==> config.mk <==
export PLATFORM = sky130hd
export DESIGN_NAME = lane_squelch_ctl
export DESIGN_NICKNAME = d
export VERILOG_FILES = /design/src/rtl/lane_ctl_pkg.sv /design/src/rtl/lane_ctl_regs.sv /design/src/rtl/lane_gate.sv /design/src/rtl/lane_squelch_ctl.sv
export SDC_FILE = /design/constraint.sdc
export NUM_CORES = 1
export LEC_CHECK = 0
export ABC_AREA = 0
export BUFFER_PORTS_ARGS = -buffer_cell sky130_fd_sc_hd__buf_4
export CAP_MARGIN = 40
export CORE_MARGIN = 1.5
export CORE_UTILIZATION = 35
export CTS_BUF_LIST = sky130_fd_sc_hd__clkbuf_16
export DETAILED_ROUTE_END_ITERATION = 16
export HOLD_SLACK_MARGIN = 0.05
export SLEW_MARGIN = 25
export SYNTH_ARGS = -nofsm -noshare
export SYNTH_HDL_FRONTEND = slang
export SYNTH_HIERARCHICAL = 1
export SYNTH_SLANG_ARGS = --single-unit
==> constraint.sdc <==
create_clock -name clk -period 1.1 [get_ports clk]
set_input_delay 0.055 -clock clk [delete_from_list [all_inputs] [get_ports clk]]
set_output_delay 0.055 -clock clk [all_outputs]
set_load 0.1 [all_outputs]
==> src/rtl/lane_ctl_pkg.sv <==
// Package: shared register addresses and sizes for the lane squelch control.
// Assumes a 3-bit register address space; registers are at most 16 bits wide.
package lane_ctl_pkg;
    localparam int ADDR_W = 3;

    typedef enum logic [ADDR_W-1:0] {
        ADDR_INVERT  = 3'd0,
        ADDR_DEACT   = 3'd1,
        ADDR_SQ_OFF  = 3'd2,
        ADDR_TUNE    = 3'd3,
        ADDR_STATUS  = 3'd4
    } lane_addr_e;
endpackage

==> src/rtl/lane_ctl_regs.sv <==
// Module: control register file for the lane squelch block.
// Holds the invert, deactivate, squelch-disable and tuning registers.
// Assumes LANES <= REG_W. The status address is not storage, so writes to it fall through.
module lane_ctl_regs
    import lane_ctl_pkg::*;
#(
    parameter int LANES = 12,
    parameter int REG_W = 16
) (
    input  logic                 clk,
    input  logic                 rst_n,
    input  logic                 wr_en,
    input  logic [ADDR_W-1:0]    addr,
    input  logic [REG_W-1:0]     wdata,
    output logic [LANES-1:0]     inv_q,
    output logic [LANES-1:0]     deact_q,
    output logic [LANES-1:0]     sq_off_q,
    output logic [REG_W-1:0]     tune_q
);

    // Register update: synchronous clear, otherwise load on an addressed write.
    always_ff @(posedge clk) begin
        if (!rst_n) begin
            inv_q    <= '0;
            deact_q  <= '0;
            sq_off_q <= '0;
            tune_q   <= '0;
        end else if (wr_en) begin
            case (lane_addr_e'(addr))
                ADDR_INVERT: inv_q    <= wdata[LANES-1:0];
                ADDR_DEACT:  deact_q  <= wdata[LANES-1:0];
                ADDR_SQ_OFF: sq_off_q <= wdata[LANES-1:0];
                ADDR_TUNE:   tune_q   <= wdata;
                default: ;
            endcase
        end
    end


    inv_load_chk: assert property (@(posedge clk) disable iff (!rst_n)
        (wr_en && addr == ADDR_INVERT) |=> inv_q == $past(wdata[LANES-1:0]));


    deact_load_chk: assert property (@(posedge clk) disable iff (!rst_n)
        (wr_en && addr == ADDR_DEACT) |=> deact_q == $past(wdata[LANES-1:0]));


    hold_chk: assert property (@(posedge clk) disable iff (!rst_n)
        !wr_en |=> ($stable(inv_q) && $stable(deact_q) && $stable(sq_off_q) && $stable(tune_q)));


    status_wr_ignored_chk: assert property (@(posedge clk) disable iff (!rst_n)
        (wr_en && addr == ADDR_STATUS) |=> ($stable(inv_q) && $stable(deact_q) && $stable(sq_off_q)));

endmodule

==> src/rtl/lane_gate.sv <==
// Module: output gate for one lane.
// Applies the polarity flip, then forces zero when the lane is deactivated,
// or when loss of signal is raised while auto-squelch is enabled.
// Purely combinational; the caller supplies registered control bits.
module lane_gate #(
    parameter int LW = 4
) (
    input  logic [LW-1:0] din,
    input  logic          inv,
    input  logic          deact,
    input  logic          los,
    input  logic          sq_off,
    output logic [LW-1:0] dout,
    output logic          squelched
);

    logic [LW-1:0] flipped;

    // Squelch decision: deactivation, or loss of signal with auto-squelch on.
    always_comb squelched = deact | (los & ~sq_off);

    // Polarity flip applied to every bit of the lane.
    always_comb flipped = din ^ {LW{inv}};

    // Final gate after the flip, so a squelched lane stays at zero.
    always_comb dout = squelched ? '0 : flipped;

endmodule

==> src/rtl/lane_squelch_ctl.sv <==
// Module: top of the per-lane squelch and polarity control.
// Contains the register file, one gate per lane and the read-back mux.
// Assumes lane data arrives LW bits per lane, with lane i at [LW*i +: LW].
// Control changes show at the outputs straight after the write edge.
module lane_squelch_ctl
    import lane_ctl_pkg::*;
#(
    parameter int LANES = 12,
    parameter int LW    = 4,
    parameter int REG_W = 16
) (
    input  logic                  clk,
    input  logic                  rst_n,
    input  logic                  reg_wr,
    input  logic [ADDR_W-1:0]     reg_addr,
    input  logic [REG_W-1:0]      reg_wdata,
    output logic [REG_W-1:0]      reg_rdata,
    input  logic [LANES*LW-1:0]   lane_din,
    input  logic [LANES-1:0]      lane_los,
    output logic [LANES*LW-1:0]   lane_dout,
    output logic [LANES-1:0]      lane_squelched
);

    localparam int PAD = REG_W - LANES;

    logic [LANES-1:0] inv_q;
    logic [LANES-1:0] deact_q;
    logic [LANES-1:0] sq_off_q;
    logic [REG_W-1:0] tune_q;

    lane_ctl_regs #(.LANES(LANES), .REG_W(REG_W)) u_regs (
        .clk      (clk),
        .rst_n    (rst_n),
        .wr_en    (reg_wr),
        .addr     (reg_addr),
        .wdata    (reg_wdata),
        .inv_q    (inv_q),
        .deact_q  (deact_q),
        .sq_off_q (sq_off_q),
        .tune_q   (tune_q)
    );

    for (genvar i = 0; i < LANES; i++) begin : g_lane
        lane_gate #(.LW(LW)) u_gate (
            .din       (lane_din[LW*i +: LW]),
            .inv       (inv_q[i]),
            .deact     (deact_q[i]),
            .los       (lane_los[i]),
            .sq_off    (sq_off_q[i]),
            .dout      (lane_dout[LW*i +: LW]),
            .squelched (lane_squelched[i])
        );


        deact_quiet_chk: assert property (@(posedge clk) disable iff (!rst_n)
            deact_q[i] |-> (lane_squelched[i] && lane_dout[LW*i +: LW] == '0));


        squelch_zero_chk: assert property (@(posedge clk) disable iff (!rst_n)
            lane_squelched[i] |-> lane_dout[LW*i +: LW] == '0);


        sq_off_pass_chk: assert property (@(posedge clk) disable iff (!rst_n)
            (!deact_q[i] && sq_off_q[i]) |-> !lane_squelched[i]);


        los_squelch_chk: assert property (@(posedge clk) disable iff (!rst_n)
            (lane_los[i] && !sq_off_q[i]) |-> lane_squelched[i]);
    end

    // Read-back mux: control registers, tuning word and live status.
    always_comb begin
        reg_rdata = '0;
        case (lane_addr_e'(reg_addr))
            ADDR_INVERT: reg_rdata = {{PAD{1'b0}}, inv_q};
            ADDR_DEACT:  reg_rdata = {{PAD{1'b0}}, deact_q};
            ADDR_SQ_OFF: reg_rdata = {{PAD{1'b0}}, sq_off_q};
            ADDR_TUNE:   reg_rdata = tune_q;
            ADDR_STATUS: reg_rdata = {{PAD{1'b0}}, lane_squelched};
            default:     reg_rdata = '0;
        endcase
    end

endmodule

# Word level (Yosys, flattened, before mapping)

Cells that the tools add are included.
Widths: inputs -> output; s select.

Add/subtract/negate cells: 0
Multipliers: 0
Div/mod/pow operators: 0
Magnitude comparators: 0
Equality and inequality tests: 4
Shift-type cells: 0
Multiplexer cells: 13
Bitwise operators: 48
Reduce and logical (&&, ||, !) cells: 5

Operators with widths:

| kind               | number |
|---|---|
| $pmux 16 s5        | 1 |
| $mux 4             | 12 |
| $xor 4x4->4        | 12 |
| $and 1x1->1        | 12 |
| $not 1->1          | 12 |
| $or 1x1->1         | 12 |
| $reduce_and 2->1   | 4 |
| $eq 3x2->1 const B | 2 |
| $eq 3x1->1 const B | 1 |
| $eq 3x3->1 const B | 1 |
| $logic_not 3->1    | 1 |

Register bits after elaboration: 52
Latch bits: 0
Memory bits (writable): 0
Memory bits (read-only): 0
Input bits: 82
Output and inout bits: 76
Word-level logic and storage cells: 74
Memories kept: 0

# Depth between registers and ports, before layout

Depth in word-level cells: 4
Mapped depth: 6

# Hierarchy

Netlist, hierarchy kept.

Modules (own cells, without submodules):

| module           | instances | cells an instance | area each (um^2) | seq. area each (um^2) |
|---|---|---|---|---|
| lane_ctl_regs    | 1         | 190               | 1926.8           | 1041.0 |
| lane_gate        | 12        | 11                | 86.3             | 0.0 |
| lane_squelch_ctl | 1         | 68                | 568.0            | 0.0 |

# Least setup slack after synthesis

OpenSTA, ideal clock, no wires.

Path type: flip-flop to output port
Start: register u_regs.sq_off_q[11]
End: output port reg_rdata[11]
Data arrival time: 3.177 ns
Setup slack: -2.132 ns
Cell stages (with the launch flop): 5
Path buffers: 0
Path through: dfxtp_1 > nor2b_4 > or2_2 > a22oi_1 > o21ai_0

Word-level cells in the longest chain between the ends: 4

RTL lines:

| what                   | line                   | RTL |
|---|---|---|
| from (decl)            | lane_ctl_regs.sv:17    | `output logic [LANES-1:0] sq_off_q,` |
| from (signal assigned) | lane_ctl_regs.sv:32    | `ADDR_SQ_OFF: sq_off_q <= wdata[LANES-1:0];` |
| $not 1->1              | lane_gate.sv:20        | `always_comb squelched = deact \| (los & ~sq_off);` |
| $and 1x1->1            | lane_gate.sv:20        |  |
| $or 1x1->1             | lane_gate.sv:20        |  |
| net lane_squelched[11] | lane_squelch_ctl.sv:21 | `output logic [LANES-1:0] lane_squelched` |
| $pmux 16 s5            | lane_squelch_ctl.sv:74 | `case (lane_addr_e'(reg_addr))` |
| to (decl)              | lane_squelch_ctl.sv:17 | `output logic [REG_W-1:0] reg_rdata,` |

The timed path passes the listed nets, and every way through them passes these cells.

# Final worst setup path

Start: register u_regs.sq_off_q[3]
End: output port reg_rdata[3]

Word-level cells in the longest chain between the ends: 4

RTL lines:

| what          | line |
|---|---|
| $not 1->1     | lane_gate.sv:20 |
| $and 1x1->1   | lane_gate.sv:20 |
| $or 1x1->1    | lane_gate.sv:20 |
| $pmux 16 s5 * | lane_squelch_ctl.sv:74 |

Mark *: on every way between the ends. The rest lies on a longest branch, timed or not.

==> flow_metrics.env <==
export IMPL_outcome="finished, violations left"
export IMPL_violations="setup timing"
export IMPL_crit_fanout=3
export IMPL_drcViolationCount=0
export IMPL_hold_path_class="input port to flip-flop"
export IMPL_std_cell_rows=36
export IMPL_cts_root_buf="clkbuf_16"
export IMPL_fp_dieH_um=103.4
export IMPL_grt_pass1_wl_um=18900
export IMPL_cap_viol_max_count=0
export IMPL_via_per_inst=4.983
export IMPL_hold_viol=0
export IMPL_grt_total_usage_pct=22.96
export IMPL_dp_cells=725
export IMPL_antenna_found_initial=0
export IMPL_grt_setup_unrepaired="true"
export IMPL_nNetsFinal=693
export IMPL_peakVddDrop_uv=728.8
export IMPL_grt_pass1_vias=3722
export IMPL_final_cell_mix="buf_4, buf_12, nand2_1"
export IMPL_slew_violations=0
export IMPL_worstMarginPinSlew_ps=324.5
export IMPL_cts_htree_levels=2
export IMPL_grt_overflow=0
export IMPL_drive_gt1_share_pct=72.06
export IMPL_clock_sinks=52
export IMPL_clk_pin_slew_ps=70
export IMPL_post_place_ws_ps=-331.2
export IMPL_diodes=0
export IMPL_synth_seq_area_share_pct=29.48
export IMPL_die_x_um=103.4
export IMPL_start_util_pct=36.12
export IMPL_place_congestion=0.7877
export IMPL_maxSlewHeadroom_pct=78.21
export IMPL_setup_slack_ps=-355.6
export IMPL_clock_latency_ps=280
export IMPL_hpwl_um=8463
export IMPL_setup_viol_count_final=72
export IMPL_io_buffers=157
export IMPL_setup_worst_path_class="flip-flop to primary output"
export IMPL_synth_cell_types=29
export IMPL_utilization_pct=80.84
export IMPL_final_common_cell="buf_4"
export IMPL_arrival_ps=1400
export IMPL_wl_um=12960
export IMPL_avgRoutedWirePerCell_um=17.39
export IMPL_cts_tree="yes"
export IMPL_cp_start_kind="flip-flop"
export IMPL_die_area_um2=10700
export IMPL_final_cells=745
export IMPL_p_per_area_nw_per_um2=935.3
export IMPL_fmax_mhz=687.0
export IMPL_crit_required_ps=1040
export IMPL_core_area_um2=9774
export IMPL_dr_total_vias=3712
export IMPL_synth_cell_area_um2=3531
export IMPL_cts_made_buffers=5
export IMPL_antenna_left=0
export IMPL_syn_inst=390
export IMPL_min_period_ps=1456
export IMPL_syn2layout_area_growth_pct=123.8
export IMPL_skew_ps=0
export IMPL_clockBufferDepth=2
export IMPL_cp_end_kind="primary output"
export IMPL_grt_max_degree=27
export IMPL_drtPass1Iterations=4
export IMPL_yosys_warnings=6
export IMPL_synthesis_nets=472
export IMPL_fin_crit_sh_pct=132.3
export IMPL_avgSynthCellArea_um2=9.054
export IMPL_leakage_nw=3.364
export IMPL_ios=158
export IMPL_ys_seq_elements=52
export IMPL_drt_iter0_drc=79
-- cell type report --
cell class	instances	area (µm²)
inverters	1	7.507
clock inverters	3	38.79
fillers	554	1873
clock buffers	5	125.1
multi-input cells	301	3426
repair buffers	250	3024
flip-flops and latches	52	1114
well taps	133	166.4
-- through the flow --
| stage | hold slack (ps) | TNS, ps | power, mW | area, µm² |
|---|---|---|---|---|
| after global routing | 99.31 | -18810 | 7.629 | 7901 |
| after detailed placement | 327.6 | -7815 | 4.904 | 5991 |
| final | 96.55 | -15920 | 7.390 | 7901 |
| after CTS | 97.20 | -16410 | 7.207 | 7450 |
| after floorplan | 193.8 | -25760 | 4.140 | 4260 |
| after global placement | 314.8 | -6451 | 4.881 | 5991 |
-- state kept, by name, indices dropped and copies added (netlist names) --
register         cells
u_regs/deact_q      12
u_regs/tune_q       16
u_regs/sq_off_q     12
u_regs/inv_q        12
-- kinds of logic after synthesis --
group | synth area share (%)
mux | 19.42
buf+inv | 8.185
xor+xnor | 11.91
flops | 29.48
simple gates | 23.74
compound gates | 7.264
-- final timing paths --
check / to / slack (ps) / startpoint / depth (start not counted)
max: reg_rdata[3] / -360 / u_regs/sq_off_q[3] / 5
min: u_regs/tune_q[7] / 100 / reg_wdata[7] / 3
max reg2reg: u_regs/deact_q[1] / 250 / u_regs/deact_q[1] / 3
min reg2reg: u_regs/tune_q[10] / 460 / u_regs/tune_q[10] / 2
-- synthesized netlist by cell type --
cell	number	area, µm²
nand2_1	69	259.0
dfxtp_1	52	1041
mux2i_1	52	520.5
nor3_1	48	240.2
xnor2_1	48	420.4
buf_6	16	180.2
nor2b_4	13	178.9
a32oi_1	12	105.1
or2_2	12	75.07
a22oi_1	11	82.58
o21ai_1	11	55.05
buf_2	10	50.05
mux2_4	8	120.1
clkbuf_1	6	22.52
and3_1	4	25.02
mux2_2	4	45.04
buf_1	2	7.510
a2bb2oi_1	1	8.760
and2b_1	1	7.510
and4bb_2	1	12.51
buf_12	1	20.02
clkbuf_2	1	5.000
inv_1	1	3.750
nand4b_1	1	8.760
nand4bb_1	1	11.26
nor2_1	1	3.750
nor2b_1	1	6.260
o21ai_0	1	5.000
or4b_1	1	10.01
-- routing by layer --
metal,up-vias,routed length [µm],track usage [%]
met2,113,7078,43.29
met5,-,0,0
met1,1792,5311,27.80
met3,6,511,3.763
li1,1801,-,-
met4,0,58,3.430
-- critical path, stage by stage, from the launching register on --
cell     delay, ps
dfxtp_4        370
nor2b_4         40
or2_4          250
a22oi_2        180
o21ai_4         90
buf_12         170
-- power by group --
part / switching (mW) / internal [mW]
sequential: 0.0418 / 1.91
clock: 0.662 / 1.06
combinational: 2.19 / 1.53
total: 2.90 / 4.49
-- what timing repair did --
item,CTS,global route
gates cloned,0,1
hold buffers,4,0
pin swaps,34,21
setup buffers,4,4
resized for setup,270,75
endpoints found under the hold margin,4,0
endpoints found under the setup margin,76,76
Power figures use the tool's default switching activity.
